### config.mk
export PLATFORM = sky130hd
export DESIGN_NAME = issue_window
export DESIGN_NICKNAME = d
export VERILOG_FILES = /design/src/rtl/iq_pkg.sv /design/src/rtl/iq_entry.sv /design/src/rtl/iq_age.sv /design/src/rtl/iq_select.sv /design/src/rtl/issue_window.sv
export SDC_FILE = /design/constraint.sdc
export NUM_CORES = 1
export LEC_CHECK = 0
export BUFFER_PORTS_ARGS = -buffer_cell sky130_fd_sc_hd__buf_2
export CAP_MARGIN = 20
export CORE_MARGIN = 2
export CORE_UTILIZATION = 41
export CTS_CLUSTER_SIZE = 25
export DETAILED_ROUTE_END_ITERATION = 7
export GPL_TIMING_DRIVEN = 0
export REMOVE_ABC_BUFFERS = 1
export SYNTH_ARGS = -nofsm -noshare
export SYNTH_HDL_FRONTEND = slang
export SYNTH_HIERARCHICAL = 1
export SYNTH_SLANG_ARGS = --single-unit
export TNS_END_PERCENT = 1
### constraint.sdc
create_clock -name clk_i -period 7.62 [get_ports clk_i]
set_input_delay 1.524 -clock clk_i [delete_from_list [all_inputs] [get_ports clk_i]]
set_output_delay 1.524 -clock clk_i [all_outputs]
set_load 0.05 [all_outputs]
### src/rtl/iq_pkg.sv
package iq_pkg;
  localparam int unsigned IQ_DEPTH   = 8;
  localparam int unsigned IQ_TAG_W   = 6;
  localparam int unsigned IQ_NUM_SRC = 2;
  localparam int unsigned IQ_NUM_WB  = 2;
  localparam int unsigned IQ_ISSUE_W = 2;
  localparam int unsigned IQ_PAY_W   = 8;
endpackage

### src/rtl/iq_entry.sv
module iq_entry #(
  parameter int unsigned TAG_W   = 6,
  parameter int unsigned NUM_SRC = 2,
  parameter int unsigned NUM_WB  = 2,
  parameter int unsigned PAY_W   = 8
) (
  input  logic                              clk_i,
  input  logic                              rst_ni,
  input  logic                              flush_i,
  input  logic                              alloc_i,
  input  logic                              grant_i,
  input  logic [NUM_SRC-1:0][TAG_W-1:0]     src_tag_i,
  input  logic [NUM_SRC-1:0]                src_rdy_i,
  input  logic [TAG_W-1:0]                  dst_tag_i,
  input  logic [PAY_W-1:0]                  pay_i,
  input  logic [NUM_WB-1:0]                 wb_valid_i,
  input  logic [NUM_WB-1:0][TAG_W-1:0]      wb_tag_i,
  output logic                              valid_o,
  output logic                              ready_o,
  output logic [TAG_W-1:0]                  dst_tag_o,
  output logic [PAY_W-1:0]                  pay_o
);
  logic                          valid_q;
  logic [NUM_SRC-1:0][TAG_W-1:0] tag_q;
  logic [NUM_SRC-1:0]            rdy_q;
  logic [TAG_W-1:0]              dst_q;
  logic [PAY_W-1:0]              pay_q;
  logic [NUM_SRC-1:0]            hit_new, hit_old;

  // tag compare against every writeback bus, for incoming and stored tags
  always_comb begin
    for (int s = 0; s < NUM_SRC; s++) begin
      hit_new[s] = 1'b0;
      hit_old[s] = 1'b0;
      for (int b = 0; b < NUM_WB; b++) begin
        if (wb_valid_i[b] && wb_tag_i[b] == src_tag_i[s]) hit_new[s] = 1'b1;
        if (wb_valid_i[b] && wb_tag_i[b] == tag_q[s])     hit_old[s] = 1'b1;
      end
    end
  end

  always_ff @(posedge clk_i or negedge rst_ni) begin
    if (!rst_ni) begin
      valid_q <= 1'b0;
      tag_q   <= '0;
      rdy_q   <= '0;
      dst_q   <= '0;
      pay_q   <= '0;
    end else if (flush_i) begin
      valid_q <= 1'b0;
    end else if (alloc_i) begin
      valid_q <= 1'b1;
      tag_q   <= src_tag_i;
      rdy_q   <= src_rdy_i | hit_new;
      dst_q   <= dst_tag_i;
      pay_q   <= pay_i;
    end else begin
      if (grant_i) valid_q <= 1'b0;
      rdy_q <= rdy_q | hit_old;
    end
  end

  assign valid_o   = valid_q;
  assign ready_o   = valid_q && (&rdy_q);
  assign dst_tag_o = dst_q;
  assign pay_o     = pay_q;

  p_ready_sticky_r4: assert property (@(posedge clk_i) disable iff (!rst_ni)
    ready_o && !grant_i && !flush_i |=> ready_o);
  p_grant_ready_r8: assert property (@(posedge clk_i) disable iff (!rst_ni)
    grant_i |-> ready_o);
  p_alloc_free_r3: assert property (@(posedge clk_i) disable iff (!rst_ni)
    alloc_i |-> !valid_q);
endmodule

### src/rtl/iq_age.sv
module iq_age #(
  parameter int unsigned DEPTH = 8
) (
  input  logic                         clk_i,
  input  logic                         rst_ni,
  input  logic [DEPTH-1:0]             alloc_i,
  input  logic [DEPTH-1:0]             valid_i,
  output logic [DEPTH-1:0][DEPTH-1:0]  older_o
);
  // older_q[j][k]: entry j was allocated before entry k
  logic [DEPTH-1:0][DEPTH-1:0] older_q;

  always_ff @(posedge clk_i or negedge rst_ni) begin
    if (!rst_ni) begin
      older_q <= '0;
    end else begin
      for (int k = 0; k < DEPTH; k++) begin
        if (alloc_i[k]) begin
          for (int j = 0; j < DEPTH; j++) begin
            older_q[k][j] <= 1'b0;
            older_q[j][k] <= valid_i[j];
          end
        end
      end
    end
  end

  assign older_o = older_q;

  for (genvar i = 0; i < DEPTH; i++) begin : g_row
    for (genvar j = i + 1; j < DEPTH; j++) begin : g_col
      p_age_total_r7: assert property (@(posedge clk_i) disable iff (!rst_ni)
        valid_i[i] && valid_i[j] |-> older_q[i][j] != older_q[j][i]);
    end
  end
endmodule

### src/rtl/iq_select.sv
module iq_select #(
  parameter int unsigned DEPTH   = 8,
  parameter int unsigned ISSUE_W = 2
) (
  input  logic                          clk_i,
  input  logic                          rst_ni,
  input  logic [DEPTH-1:0]              req_i,
  input  logic [DEPTH-1:0][DEPTH-1:0]   older_i,
  output logic [ISSUE_W-1:0][DEPTH-1:0] grant_o,
  output logic [ISSUE_W-1:0]            gvalid_o
);
  logic [DEPTH-1:0] cand;

  // stage w takes the oldest request left over by stages below it
  always_comb begin
    cand = req_i;
    for (int w = 0; w < ISSUE_W; w++) begin
      grant_o[w] = '0;
      for (int i = 0; i < DEPTH; i++) begin
        logic blk;
        blk = 1'b0;
        for (int j = 0; j < DEPTH; j++)
          if (cand[j] && older_i[j][i]) blk = 1'b1;
        if (cand[i] && !blk) grant_o[w][i] = 1'b1;
      end
      cand        = cand & ~grant_o[w];
      gvalid_o[w] = |grant_o[w];
    end
  end

  for (genvar w = 0; w < ISSUE_W; w++) begin : g_stage
    p_grant_onehot_r8: assert property (@(posedge clk_i) disable iff (!rst_ni)
      $onehot0(grant_o[w]));
    p_grant_in_req_r8: assert property (@(posedge clk_i) disable iff (!rst_ni)
      (grant_o[w] & ~req_i) == '0);
    if (w > 0) begin : g_pack
      p_slot_packed_r7: assert property (@(posedge clk_i) disable iff (!rst_ni)
        gvalid_o[w] |-> gvalid_o[w-1]);
      p_grant_disjoint_r8: assert property (@(posedge clk_i) disable iff (!rst_ni)
        (grant_o[w] & grant_o[w-1]) == '0);
    end
  end
endmodule

### src/rtl/issue_window.sv
module issue_window
  import iq_pkg::*;
#(
  parameter int unsigned DEPTH   = IQ_DEPTH,
  parameter int unsigned TAG_W   = IQ_TAG_W,
  parameter int unsigned NUM_SRC = IQ_NUM_SRC,
  parameter int unsigned NUM_WB  = IQ_NUM_WB,
  parameter int unsigned ISSUE_W = IQ_ISSUE_W,
  parameter int unsigned PAY_W   = IQ_PAY_W
) (
  input  logic                              clk_i,
  input  logic                              rst_ni,
  input  logic                              flush_i,
  input  logic                              alloc_valid_i,
  input  logic [NUM_SRC-1:0][TAG_W-1:0]     alloc_src_tag_i,
  input  logic [NUM_SRC-1:0]                alloc_src_rdy_i,
  input  logic [TAG_W-1:0]                  alloc_dst_tag_i,
  input  logic [PAY_W-1:0]                  alloc_pay_i,
  input  logic [NUM_WB-1:0]                 wb_valid_i,
  input  logic [NUM_WB-1:0][TAG_W-1:0]      wb_tag_i,
  output logic                              full_o,
  output logic [ISSUE_W-1:0]                issue_valid_o,
  output logic [ISSUE_W-1:0][TAG_W-1:0]     issue_dst_tag_o,
  output logic [ISSUE_W-1:0][PAY_W-1:0]     issue_pay_o
);
  logic [DEPTH-1:0]              ent_valid, ent_ready, grant_any, alloc_oh, alloc_vec;
  logic [DEPTH-1:0][TAG_W-1:0]   ent_dst;
  logic [DEPTH-1:0][PAY_W-1:0]   ent_pay;
  logic [DEPTH-1:0][DEPTH-1:0]   older;
  logic [ISSUE_W-1:0][DEPTH-1:0] grant;
  logic [ISSUE_W-1:0]            gvalid;
  logic [ISSUE_W-1:0][TAG_W-1:0] sel_dst;
  logic [ISSUE_W-1:0][PAY_W-1:0] sel_pay;
  logic                          found, alloc_fire;

  // lowest free slot
  always_comb begin
    alloc_oh = '0;
    found    = 1'b0;
    for (int i = 0; i < DEPTH; i++) begin
      if (!ent_valid[i] && !found) begin
        alloc_oh[i] = 1'b1;
        found       = 1'b1;
      end
    end
  end

  assign full_o     = &ent_valid;
  assign alloc_fire = alloc_valid_i && !full_o && !flush_i;
  assign alloc_vec  = alloc_fire ? alloc_oh : '0;

  for (genvar i = 0; i < DEPTH; i++) begin : g_ent
    iq_entry #(
      .TAG_W(TAG_W), .NUM_SRC(NUM_SRC), .NUM_WB(NUM_WB), .PAY_W(PAY_W)
    ) u_entry (
      .clk_i      (clk_i),
      .rst_ni     (rst_ni),
      .flush_i    (flush_i),
      .alloc_i    (alloc_vec[i]),
      .grant_i    (grant_any[i]),
      .src_tag_i  (alloc_src_tag_i),
      .src_rdy_i  (alloc_src_rdy_i),
      .dst_tag_i  (alloc_dst_tag_i),
      .pay_i      (alloc_pay_i),
      .wb_valid_i (wb_valid_i),
      .wb_tag_i   (wb_tag_i),
      .valid_o    (ent_valid[i]),
      .ready_o    (ent_ready[i]),
      .dst_tag_o  (ent_dst[i]),
      .pay_o      (ent_pay[i])
    );

    p_grant_frees_r8: assert property (@(posedge clk_i) disable iff (!rst_ni)
      grant_any[i] |=> !ent_valid[i]);
  end

  iq_age #(.DEPTH(DEPTH)) u_age (
    .clk_i   (clk_i),
    .rst_ni  (rst_ni),
    .alloc_i (alloc_vec),
    .valid_i (ent_valid),
    .older_o (older)
  );

  iq_select #(.DEPTH(DEPTH), .ISSUE_W(ISSUE_W)) u_sel (
    .clk_i    (clk_i),
    .rst_ni   (rst_ni),
    .req_i    (ent_ready),
    .older_i  (older),
    .grant_o  (grant),
    .gvalid_o (gvalid)
  );

  always_comb begin
    grant_any = '0;
    for (int w = 0; w < ISSUE_W; w++) begin
      grant_any  = grant_any | grant[w];
      sel_dst[w] = '0;
      sel_pay[w] = '0;
      for (int i = 0; i < DEPTH; i++) begin
        if (grant[w][i]) begin
          sel_dst[w] = sel_dst[w] | ent_dst[i];
          sel_pay[w] = sel_pay[w] | ent_pay[i];
        end
      end
    end
  end

  always_ff @(posedge clk_i or negedge rst_ni) begin
    if (!rst_ni) begin
      issue_valid_o   <= '0;
      issue_dst_tag_o <= '0;
      issue_pay_o     <= '0;
    end else if (flush_i) begin
      issue_valid_o   <= '0;
    end else begin
      issue_valid_o   <= gvalid;
      issue_dst_tag_o <= sel_dst;
      issue_pay_o     <= sel_pay;
    end
  end

  p_flush_empty_r9: assert property (@(posedge clk_i) disable iff (!rst_ni)
    flush_i |=> (ent_valid == '0) && (issue_valid_o == '0));
  p_full_holds_r3: assert property (@(posedge clk_i) disable iff (!rst_ni)
    full_o && (grant_any == '0) && !flush_i |=> full_o);
  p_issue_from_grant_r2: assert property (@(posedge clk_i) disable iff (!rst_ni)
    !flush_i |=> issue_valid_o == $past(gvalid));
endmodule

==> results.sh <==
export IMPL_synth_async_sr_flop_share_pct=100
export IMPL_first_pass_iters=5
export IMPL_grt_pass1_wl_mm=90.9
export IMPL_crit_buf_inv=3
export IMPL_grt_pass1_vias=15200
export IMPL_cts_clk_slew_worst_paths_ps=60
export IMPL_wire_per_inst_um=24.1
export IMPL_rsz0062_at_grt="false"
export IMPL_synth_area_leaders="dfrtp_1 43%, mux2_2 14%, xnor2_1 8.8%"
export IMPL_syn_area_um2=19000
export IMPL_sw_frac_of_total_pct=26.3
export IMPL_drcViolationCount=0
export IMPL_post_cts_buffers=0
export IMPL_hold_depth=1
export IMPL_p_int_mw=3.35
export IMPL_finalSetupViolCount=0
export IMPL_ys_warn_count=6
export IMPL_ctsRootBufferMaster="clkbuf_16"
export IMPL_required_ps=8060
export IMPL_numCtsBuffers=40
export IMPL_maxCapViolCount=0
export IMPL_synth_area_leader_cell="dfrtp_1"
export IMPL_vias=14500
export IMPL_diodes=0
export IMPL_layout_area_seq_um2=8160
export IMPL_cp_arrival_ps=4770
export IMPL_hpwl_mm=34.8
export IMPL_cp_top_family="simple AND/OR/NAND/NOR gates"
export IMPL_vias_per_cell=5.99
export IMPL_die_h_um=219
export IMPL_port_buffer_count=76
export IMPL_htreeDepth=2
export IMPL_worst_pin_slew_ps=1180
export IMPL_drt_iter0_drc=1125
export IMPL_worst_slack_ps=3300
export IMPL_fmax_mhz=231
export IMPL_gp_congestion=0.848
export IMPL_synth_top_area_share_pct=42.9
export IMPL_path_max_fanout=13
export IMPL_start_util_pct=41.7
export IMPL_clockBufferDepth=3
export IMPL_drt_wl_total_mm=58.0
export IMPL_synthMostInstantiatedCell="dfrtp_1"
export IMPL_slew_headroom_pct=21.1
export IMPL_io_pins=77
export IMPL_cp_depth=12
export IMPL_rr_worst_depth=12
export IMPL_yosysSeqAreaShare_pct=42.9
export IMPL_cts_tree="built"
export IMPL_crit_path_start_kind="register"
export IMPL_postRouteAntennaNets=0
export IMPL_power_frac_seq_pct=42.9
export IMPL_track_usage_pct=24.5
export IMPL_ys_ff_latch=326
export IMPL_clock_sinks=326
export IMPL_p_comb_share_pct=12.4
export IMPL_power_density_nw_per_um2=208
export IMPL_gr_total_overflow=0
export IMPL_peakVddDrop_uv=162
export IMPL_slowest_stage="nor4_2"
export IMPL_leakage_nw=9.42
export IMPL_die_x_um=219
export IMPL_hp_class="reg2reg"
export IMPL_nNetsFinal=1827
export IMPL_pwr_share_clk_pct=44.7
export IMPL_ys_flop_type="dfrtp_1"
export IMPL_fin_tns_setup_ps=0
export IMPL_dieArea_um2=48100
export IMPL_multiInputGateArea_um2=10400
export IMPL_setup_worst_path_end_class="register"
export IMPL_p_sw_mw=1.19
export IMPL_drive_above_1_share_pct=25.9
export IMPL_dpl_worst_slack_ps=2830
export IMPL_path_cells="and3_1, a22oi_2, o211ai_2, nor2_1, o221ai_1, nor4_2, buf_4, buf_4, or2_2, inv_1, a21oi_1, nor2_1"
export IMPL_outcome="finished, final reports clean"
export IMPL_rows=78
export IMPL_worstSetupPathType="reg2reg"
export IMPL_hold_violations=0
export IMPL_grt_max_degree=106
export IMPL_hold_buffers=0
export IMPL_synth_common_cells="326 x dfrtp_1, 244 x mux2_2, 192 x xnor2_1, 192 x xor2_1, 114 x a22oi_1"
export IMPL_insertion_delay_ps=570
export IMPL_antenna_found_initial=1
export IMPL_synthCells=1702
export IMPL_syn2layout_area_growth_pct=15.0
export IMPL_finalCriticalPeriod_ps=4320
export IMPL_fin_skew_ps=18.3
export IMPL_syn_avg_cell_area_um2=11.2
export IMPL_synth_distinct_cells=49
export IMPL_synth_edf_count=0
export IMPL_report_final_slew_viol_count=0
export IMPL_core_area_um2=45600
export IMPL_fin_crit_sh_pct=56.8
export IMPL_ctsResizeCount=0
export IMPL_cpPeakStageDelay_ps=920
export IMPL_fill_cells=4084
## cell usage in the layout (no fill, tap or decap), types with 11 or more instances in the layout
master,n
nor4_1,64
a22oi_1,114
dfrtp_1,326
and3_1,12
mux2_2,244
inv_1,11
nand4_1,104
buf_2,74
nand2_1,56
clkbuf_1,11
buf_12,14
mux2i_1,28
o22ai_1,16
xor2_1,192
xnor2_1,192
a22o_1,28
nor2_1,94
nor4b_1,18
a31oi_1,16
nand2b_1,16
clkbuf_16,40
## state kept, by name, summed over array words and instances, names as in the netlist, 8 cells and up
register and count:
g_ent.u_entry/dst_tag_o 48, g_ent.u_entry/pay_o 64, issue_pay_o 16, issue_dst_tag_o 12
g_ent.u_entry/valid_o 8, g_ent.u_entry/rdy_q 16, u_age/older_o 64, g_ent.u_entry/tag_q 96
## power groups by stage
| stage | clock network [mW] | registers, mW | logic, mW |
|---|---|---|---|
| 2_1_floorplan | 0 | 1.97 | 0.309 |
| 3_3_place_gp | 0 | 1.98 | 0.528 |
| 3_5_place_dp | 0 | 1.98 | 0.561 |
| 4_1_cts | 2.07 | 1.95 | 0.562 |
| 5_1_grt | 2.15 | 1.97 | 0.613 |
| 6_report | 2.03 | 1.95 | 0.564 |
## worst register-to-register path, delay by kind of cell (launching register included)
kind                   cells  cell delay (ps)
flip-flops                 1              640
AO/OA/AOI/OAI              4              780
buffers and inverters      3              590
AND/OR/NAND/NOR            5             2200
## worst paths after layout
check	start	end	slack [ps]
max in group asynchronous	rst_ni	g_ent[1].u_entry/dst_tag_o[5]	5810
hold reg to reg	issue_pay_o[0]	issue_pay_o[0]	500
setup / recovery	g_ent[6].u_entry/valid_o	g_ent[6].u_entry/valid_o	3300
hold / removal	issue_pay_o[0]	issue_pay_o[0]	500
setup reg to reg	g_ent[6].u_entry/valid_o	g_ent[6].u_entry/valid_o	3300
min in group asynchronous	rst_ni	g_ent[6].u_entry/tag_q[5]	870
## final cells by class
| class | instances | share of cell area [%] |
|---|---|---|
| multi-input cells | 1284 | 47.7 |
| inverters | 13 | 0.223 |
| repair buffers | 116 | 4.89 |
| clock buffers | 59 | 5.27 |
| flip-flops and latches | 326 | 37.3 |
| clock inverters | 15 | 1.18 |
| well taps | 600 | 3.43 |
## routing by layer
metal	part of all wire (%)	up-vias	GRT usage (%)	routed length [um]
met3	6.1	143	3.89	3540
met4	3.2	2	9.30	1880
met2	47	545	40.6	27300
met1	44	7389	32.2	25300
met5	0.019	-	0	11
li1	-	6381	-	-
## cells by family after synthesis
| kind of cell | synth area share [%] |
|---|---|
| flip-flops | 42.9 |
| AND/OR/NAND/NOR | 12.3 |
| AO/OA/AOI/OAI | 8.21 |
| multiplexers | 15.9 |
| buffers and inverters | 2.91 |
| XOR/XNOR | 17.7 |
## metrics by stage
stage	instances	utilization, %	hold WS, ps	power, mW	area (um^2)
6_report	2413	48.0	497	4.55	21900
5_1_grt	2413	48.0	510	4.73	21900
2_1_floorplan	1623	-	463	2.28	18500
3_5_place_dp	2337	44.8	485	2.54	20400
3_3_place_gp	2299	43.1	481	2.50	19600
4_1_cts	2411	47.9	501	4.59	21800
Power figures use the tool's default switching activity.
